===== src/rtl/vloop_pkg.sv =====
package vloop_pkg;

    localparam int DEF_ADDR_W = 32;
    localparam int DEF_CNT_W  = 16;
    localparam int DEF_MAXVL  = 16;

    typedef enum logic [1:0] {
        ST_IDLE = 2'd0,
        ST_RUN  = 2'd1,
        ST_DONE = 2'd2
    } loop_st_e;

    typedef enum logic [1:0] {
        ESZ_B1 = 2'd0,
        ESZ_B2 = 2'd1,
        ESZ_B4 = 2'd2,
        ESZ_B8 = 2'd3
    } esz_e;

    // log2 of the element size in bytes
    function automatic logic [1:0] esz_shift(input esz_e e);
        return logic'(e[1]) ? {1'b1, e[0]} : {1'b0, e[0]};
    endfunction

endpackage


===== src/rtl/vloop_grant.sv =====
module vloop_grant #(
    parameter int CNT_W = 16,
    parameter int VL_W  = 5
) (
    input  logic [CNT_W-1:0] idx,
    input  logic [VL_W-1:0]  maxv,
    output logic [VL_W-1:0]  len,
    output logic             last
);
    // requested length is the backward index itself; cap at maxv
    always_comb begin
        last = (idx <= CNT_W'(maxv));
        len  = last ? idx[VL_W-1:0] : maxv;
    end
endmodule


===== src/rtl/vloop_addr.sv =====
module vloop_addr #(
    parameter int ADDR_W = 32,
    parameter int CNT_W  = 16
) (
    input  logic [ADDR_W-1:0] end_q,
    input  logic [CNT_W-1:0]  idx,
    input  vloop_pkg::esz_e   esz,
    output logic [ADDR_W-1:0] addr
);
    logic [ADDR_W-1:0] byte_off;

    always_comb begin
        byte_off = ADDR_W'(idx) << vloop_pkg::esz_shift(esz);
        addr     = end_q - byte_off;
    end
endmodule


===== src/rtl/vloop_state.sv =====
module vloop_state #(
    parameter int ADDR_W = 32,
    parameter int CNT_W  = 16,
    parameter int MAXVL  = 16,
    parameter int VL_W   = 5
) (
    input  logic                 clk,
    input  logic                 rst,
    input  logic                 start,
    input  logic                 step,
    input  logic [ADDR_W-1:0]    end_ptr,
    input  logic [CNT_W-1:0]     total_cnt,
    input  logic [1:0]           elem_sz,
    input  logic [VL_W-1:0]      hw_max,
    input  logic [VL_W-1:0]      grant_len,
    input  logic                 grant_last,
    output vloop_pkg::loop_st_e  st_q,
    output logic [CNT_W-1:0]     idx_q,
    output logic [ADDR_W-1:0]    end_q,
    output vloop_pkg::esz_e      esz_q,
    output logic [VL_W-1:0]      maxv_q
);
    import vloop_pkg::*;

    localparam logic [VL_W-1:0] MAXVL_V = VL_W'(MAXVL);

    logic            running;
    logic            take_start;
    logic            take_step;
    logic [VL_W-1:0] eff_max;

    always_comb begin
        running    = (st_q == ST_RUN);
        take_start = start && !running;
        take_step  = step && running;
        eff_max    = (hw_max == '0 || hw_max > MAXVL_V) ? MAXVL_V : hw_max;
    end

    always_ff @(posedge clk) begin
        if (rst) begin
            st_q   <= ST_IDLE;
            idx_q  <= '0;
            end_q  <= '0;
            esz_q  <= ESZ_B1;
            maxv_q <= MAXVL_V;
        end else if (take_start) begin
            idx_q  <= total_cnt;
            end_q  <= end_ptr;
            esz_q  <= esz_e'(elem_sz);
            maxv_q <= eff_max;
            st_q   <= (total_cnt == '0) ? ST_DONE : ST_RUN;
        end else if (take_step) begin
            idx_q <= idx_q - CNT_W'(grant_len);
            if (grant_last) st_q <= ST_DONE;
        end
    end

    AST_MAX_FROZEN: assert property (@(posedge clk) disable iff (rst)
        (st_q == ST_RUN && $past(st_q) == ST_RUN) |-> $stable(maxv_q));

    AST_START_IGNORED: assert property (@(posedge clk) disable iff (rst)
        (running && start && !step) |=> $stable(idx_q) && $stable(end_q));

endmodule


===== src/rtl/vloop_ctrl.sv =====
module vloop_ctrl #(
    parameter int ADDR_W = vloop_pkg::DEF_ADDR_W,
    parameter int CNT_W  = vloop_pkg::DEF_CNT_W,
    parameter int MAXVL  = vloop_pkg::DEF_MAXVL,
    localparam int VL_W  = $clog2(MAXVL + 1)
) (
    input  logic              clk,
    input  logic              rst,
    input  logic              start,
    input  logic              step,
    input  logic [ADDR_W-1:0] end_ptr,
    input  logic [CNT_W-1:0]  total_cnt,
    input  logic [1:0]        elem_sz,
    input  logic [VL_W-1:0]   hw_max,
    output logic              iter_valid,
    output logic [ADDR_W-1:0] iter_addr,
    output logic [VL_W-1:0]   iter_len,
    output logic              iter_last,
    output logic              done,
    output logic [CNT_W-1:0]  remaining
);
    import vloop_pkg::*;

    loop_st_e          st_q;
    logic [CNT_W-1:0]  idx_q;
    logic [ADDR_W-1:0] end_q;
    esz_e              esz_q;
    logic [VL_W-1:0]   maxv_q;
    logic [VL_W-1:0]   g_len;
    logic              g_last;

    vloop_state #(
        .ADDR_W(ADDR_W), .CNT_W(CNT_W), .MAXVL(MAXVL), .VL_W(VL_W)
    ) u_state (
        .clk(clk), .rst(rst), .start(start), .step(step),
        .end_ptr(end_ptr), .total_cnt(total_cnt), .elem_sz(elem_sz),
        .hw_max(hw_max), .grant_len(g_len), .grant_last(g_last),
        .st_q(st_q), .idx_q(idx_q), .end_q(end_q), .esz_q(esz_q),
        .maxv_q(maxv_q)
    );

    vloop_grant #(.CNT_W(CNT_W), .VL_W(VL_W)) u_grant (
        .idx(idx_q), .maxv(maxv_q), .len(g_len), .last(g_last)
    );

    vloop_addr #(.ADDR_W(ADDR_W), .CNT_W(CNT_W)) u_addr (
        .end_q(end_q), .idx(idx_q), .esz(esz_q), .addr(iter_addr)
    );

    always_comb begin
        iter_valid = (st_q == ST_RUN);
        iter_len   = g_len;
        iter_last  = g_last;
        done       = (st_q == ST_DONE);
        remaining  = idx_q;
    end

    AST_GRANT_BOUND: assert property (@(posedge clk) disable iff (rst)
        iter_valid |-> (iter_len != '0 && CNT_W'(iter_len) <= remaining));

    AST_REM_DECREMENT: assert property (@(posedge clk) disable iff (rst)
        (iter_valid && step) |=> remaining == $past(remaining) - CNT_W'($past(iter_len)));

    AST_LAST_ENDS: assert property (@(posedge clk) disable iff (rst)
        (iter_valid && step && iter_last) |=> (done && !iter_valid));

    AST_IDLE_STEP: assert property (@(posedge clk) disable iff (rst)
        (!iter_valid && !start) |=> ($stable(remaining) && $stable(done) && !iter_valid));

    AST_NOT_BOTH: assert property (@(posedge clk) disable iff (rst)
        !(done && iter_valid));

endmodule


===== config.mk =====
export PLATFORM = sky130hd
export DESIGN_NAME = vloop_ctrl
export DESIGN_NICKNAME = d
export VERILOG_FILES = /design/src/rtl/vloop_pkg.sv /design/src/rtl/vloop_grant.sv /design/src/rtl/vloop_addr.sv /design/src/rtl/vloop_state.sv /design/src/rtl/vloop_ctrl.sv
export SDC_FILE = /design/constraint.sdc
export NUM_CORES = 1
export LEC_CHECK = 0
export BUFFER_PORTS_ARGS = -buffer_cell sky130_fd_sc_hd__buf_2
export CAP_MARGIN = 20
export CORE_UTILIZATION = 50
export CTS_CLUSTER_DIAMETER = 200
export DETAILED_ROUTE_END_ITERATION = 16
export PLACE_DENSITY = 0.81
export SYNTH_ARGS = -nofsm -noshare
export SYNTH_HDL_FRONTEND = slang
export SYNTH_SLANG_ARGS = --single-unit

===== constraint.sdc =====
create_clock -name clk -period 10.9 [get_ports clk]
set_clock_uncertainty 0.05 [all_clocks]
set_input_delay 0 -clock clk [delete_from_list [all_inputs] [get_ports clk]]
set_output_delay 0 -clock clk [all_outputs]
set_load 0.005 [all_outputs]

Word-level counts from Yosys, hierarchy flattened
Cells that the tools add are included.

storage, ports and cells
  logic and storage cells = 30
  flip-flop bits (word level) = 57
  input port bits = 59

cells by class
  equal/unequal tests = 2
  $lt $le $gt $ge = 2
  reductions and logical operators = 9
  muxes and demuxes = 9
  $add $sub $neg = 2
  shift operators = 1

operator list
  kind                                                              count
  16-bit two-way mux                                                2
  16-bit by 2-bit left shift with 32-bit output                     1
  32-bit subtractor                                                 1
  16-bit by 5-bit <= comparator with 1-bit output                   1
  16-bit logical NOT                                                1
  16-bit by 5-bit subtractor with 16-bit output                     1
  2-bit two-way mux                                                 5
  5-bit two-way mux                                                 2
  5-bit greater-than comparator (second input constant)             1
  5-bit logical NOT                                                 1
  2-bit nonzero test                                                2
  2-bit by 1-bit == test with 1-bit output (second input constant)  1
  2-bit == test (second input constant)                             1
  1-bit logical AND                                                 2
  2-bit AND reduction                                               1
  1-bit logical NOT                                                 1
  1-bit logical OR                                                  1

Depth between registers and ports, before layout
  word-level depth = 5
  gate-level depth with buffers = 17
  mapped depth without buffers = 17

By module
Synthesis repeated with hierarchy kept, for this count alone.

unflattened totals
  cells, all modules = 583
  area, all modules = 4445.5 µm²

by module, submodules not included
  module       area each (µm²)  cells each  times used
  vloop_state  2512.4           322         1
  vloop_addr   1684.1           230         1
  vloop_grant  234.0            29          1
  vloop_ctrl   15.0             2           1

Worst setup path before layout
OpenSTA, ideal clock, no wires.

  path type = reg2reg
  start point = reg u_state.idx_q[11]
  end point = reg u_state.idx_q[14]
  clock period less this slack = 3.622 ns
  setup time = 0.074 ns
  path slack = 7.278 ns
  arrival = 3.497 ns
  stages on the path, launching flop included = 17
  path through = dfxtp_1 buf_6 or4_4 nor2_2 nand2_1 or2_1 buf_6 nor2_8 mux2_4 ha_1 inv_1 fa_1 a21o_1 a21oi_1 o211ai_1 or3_1 a31oi_1

on the way
  cells in the longest elaborated chain, start to end = 5

ends and longest elaborated chain
  item                                             line               source
  from (decl)                                      vloop_state.sv:18  output logic [CNT_W-1:0] idx_q,
  from (signal assigned)                           vloop_state.sv:47  idx_q <= total_cnt;
  from (signal assigned)                           vloop_state.sv:53  idx_q <= idx_q - CNT_W'(grant_len);
  16-bit by 5-bit <= comparator with 1-bit output  vloop_grant.sv:12  last = (idx <= CNT_W'(maxv));
  named net iter_last                              vloop_ctrl.sv:18   output logic iter_last,
  5-bit two-way mux                                vloop_grant.sv:13  len = last ? idx[VL_W-1:0] : maxv;
  named net iter_len[0]                            vloop_ctrl.sv:17   output logic [VL_W-1:0] iter_len,
  16-bit by 5-bit subtractor with 16-bit output    vloop_state.sv:53
  16-bit two-way mux                               vloop_state.sv:52  end else if (take_step) begin
  16-bit two-way mux                               vloop_state.sv:46  end else if (take_start) begin

The timed path passes the listed nets, and every way through them passes these cells. The select of a mux whose other input is x is not followed.
A chain may end at the register's enable or synchronous reset.

Worst setup path in the final report
  start point = reg u_state.idx_q[1]
  end point = reg u_state.idx_q[14]

on the way
  cells in the longest elaborated chain, start to end = 5

ends and longest elaborated chain
  item                                             line
  16-bit by 5-bit <= comparator with 1-bit output  vloop_grant.sv:12
  5-bit two-way mux                                vloop_grant.sv:13
  16-bit by 5-bit subtractor with 16-bit output *  vloop_state.sv:53
  16-bit two-way mux *                             vloop_state.sv:52
  16-bit two-way mux *                             vloop_state.sv:46

Mark *: on every way between the ends. The rest lies on a longest branch, timed or not. The select of a mux whose other input is x is not followed.

==> impl_metrics.env <==
export IMPL_gr_total_overflow=0
export IMPL_syn_area_um2=4570
export IMPL_io_buffers=114
export IMPL_clock_tree_buffer_depth=2
export IMPL_cts_sinks=57
export IMPL_synthCells=618
export IMPL_drc=0
export IMPL_die_h_um=97.6
export IMPL_max_freq_mhz=246
export IMPL_arrival_ps=4280
export IMPL_period_share=0.374
export IMPL_status="finished clean"
export IMPL_drv_cap=0
export IMPL_async_flop_share=0
export IMPL_synthesis_nets=709
export IMPL_setup_slack_ps=6830
export IMPL_grt_max_degree=60
export IMPL_tns_ps=0
export IMPL_drive_gt1_frac=0.202
export IMPL_h_tree_depth=3
export IMPL_finalHoldViolations=0
export IMPL_nFillCells=730
export IMPL_rows=34
export IMPL_num_io_pins=115
export IMPL_dieWidth_um=97.6
export IMPL_yosysUniqueCellTypes=60
export IMPL_p_leak_uw=0.00264
export IMPL_pre_cts_ws_ps=6940
export IMPL_slew_limit_headroom=0.320
export IMPL_antenna_cells=0
export IMPL_via_count=5153
export IMPL_final_cells=874
export IMPL_path_class="flip-flop to flip-flop"
export IMPL_dpl_cell_count=803
export IMPL_cts_tree="built"
export IMPL_dp_hpwl_mm=9.95
export IMPL_nets=853
export IMPL_netlist_top_cells_count="nand2_1 (115), a21oi_1 (82), dfxtp_1 (57), nor2_1 (34), clkbuf_1 (33)"
export IMPL_root_buffer="clkbuf_8"
export IMPL_grt_usage=0.306
export IMPL_first_iter_violations=304
export IMPL_routedLengthMet1_mm=5.95
export IMPL_synth_top_area_frac=0.250
export IMPL_syn2layout_area_growth_pct=29.1
export IMPL_path_clk_slew_ps=70
export IMPL_hold_class="primary input to flip-flop"
export IMPL_postCtsHoldBufs=55
export IMPL_yosys_area_top_type="dfxtp_1"
export IMPL_regArea_um2=1140
export IMPL_die_area_um2=9520
export IMPL_multi_input_area_um2=3150
export IMPL_setup_viol_count_final=0
export IMPL_synth_edff_count=0
export IMPL_rsz0062_at_grt="no"
export IMPL_period_minus_slack_ps=4070
export IMPL_postCtsSetupRepairBufs=0
export IMPL_drt_pass1_iter_count=7
export IMPL_dr_wl_met2_mm=7.02
export IMPL_ys_dominant_reg_cell="dfxtp_1"
export IMPL_worst_slew_pin_slew_ps=1020
export IMPL_vias_per_cell=5.90
export IMPL_worstPathMaxFanout=10
export IMPL_crit_path_end_kind="flip-flop"
export IMPL_yosys_warnings=0
export IMPL_ys_seq_area_frac=0.250
export IMPL_post_drt_wl_per_cell_um=16.5
export IMPL_wl_mm=14.4
export IMPL_gp_congestion=0.908
export IMPL_finalMaxSlewViolations=0
export IMPL_cellPowerDensity_nw_per_um2=142
export IMPL_routed_wl_met3_mm=1.14
export IMPL_synth_area_leaders="dfxtp_1 (25%), nand2_1 (9.4%), a21oi_1 (9.0%)"
export IMPL_avgSynthCellArea_um2=7.39
export IMPL_ir_drop_v=0.0000840
export IMPL_core_area_um2=8760
export IMPL_cp_required_ps=11110
export IMPL_synth_seq_cells=57
export IMPL_start_util=0.521
export IMPL_ant_nets=0
export IMPL_highest_layer="met4"
export IMPL_numCtsBuffers=9
export IMPL_grt_pass1_wl_mm=23.8
export IMPL_insertion_delay_ps=340
export IMPL_grt_antenna_before_repair=0
export IMPL_synth_most_common_cell="nand2_1"
export IMPL_grt_pass1_vias=5139
export IMPL_cts_resized=0
export IMPL_cp_start_kind="flip-flop"
## power breakdown
part | total (µW) | leakage (µW) | internal, µW | switching [µW]
logic | 387 | 0.00207 | 179 | 208
clock network | 199 | 0.0000981 | 110 | 89.4
registers | 250 | 0.000469 | 223 | 26.4
total | 837 | 0.00264 | 512 | 324
## registers in the layout (all words and copies together) (netlist names)
signal	flops
u_state.maxv_q	5
u_state.end_q	32
u_state.st_q	2
u_state.esz_q	2
u_state.idx_q	16
## per-layer routing
layer  GRT usage  up-vias
met3      0.0691       37
met2       0.523      262
li1            -     2463
met4       0.121        0
met1       0.370     2391
met5           0        -
## final cells by class
class                   instances  share of cell area
multi-input cells             492               0.535
well taps                     108              0.0229
repair buffers                172               0.197
clock buffers                  10              0.0233
flip-flops and latches         57               0.193
clock inverters                 5             0.00954
inverters                      30              0.0191
## layout by cell type (no fill, tap or decap), drive strengths merged, types with 5 or more instances in the layout
cell type / synthesis / final
inv: 29 / 29
xnor2: 17 / 17
nor2: 36 / 36
dfxtp: 57 / 57
o211ai: 6 / 6
buf: 6 / 117
or3: 6 / 6
nor2b: 11 / 11
mux2i: 12 / 12
a21oi: 83 / 83
nand3: 7 / 7
nor3: 16 / 16
nand2: 115 / 115
mux2: 11 / 11
a211oi: 6 / 6
nand4: 8 / 8
o21ai: 24 / 24
nand3b: 5 / 5
xor2: 13 / 13
a31oi: 8 / 8
a22oi: 5 / 5
clkbuf: 33 / 10
nor4: 10 / 10
ha: 30 / 30
o21a: 8 / 8
dlygate4sd3: 0 / 55
a21o: 9 / 9
## critical path, cell delays in order, from the launching register on
cell and delay (ps):
dfxtp_1 580, ha_1 330, nor2b_1 140, o21a_1 160, o21ai_0 190, a21oi_2 140
nor2_8 250, mux2_4 210, ha_1 180, inv_1 90, fa_1 410, a21o_1 180
a21oi_1 310, o211ai_1 240, or3_1 360, a31oi_1 170
## path summary, 6_finish.rpt
kind	startpoint	to	slack (ps)	depth (start not counted)
min	step	u_state.idx_q[9]$_SDFFE_PP0P_	70	4
min reg2reg	u_state.end_q[17]$_SDFFE_PP0P_	u_state.end_q[17]$_SDFFE_PP0P_	410	2
max	u_state.idx_q[1]$_SDFFE_PP0P_	u_state.idx_q[14]$_SDFFE_PP0P_	6830	15
max reg2reg	u_state.idx_q[1]$_SDFFE_PP0P_	u_state.idx_q[14]$_SDFFE_PP0P_	6830	15
## logic make-up after synthesis
family	after synthesis	synth area share
XOR/XNOR	30	0.0575
multiplexers	26	0.0723
AO/OA/AOI/OAI	168	0.220
adder cells (fa/ha/maj)	32	0.0909
AND/OR/NAND/NOR	236	0.249
flip-flops	57	0.250
buffers and inverters	69	0.0602
## per-stage QoR
step / utilization / hold WS, ps / cell area [µm²] / power (µW)
after floorplan: - / 86.0 / 4570 / 500
after global placement: 0.585 / 191 / 5130 / 608
after detailed placement: 0.585 / 196 / 5130 / 617
after CTS: 0.670 / 56.0 / 5870 / 831
after global routing: 0.673 / 91.5 / 5900 / 892
final: 0.673 / 70.5 / 5900 / 837
No activity file was read; power rests on OpenSTA's default activity.
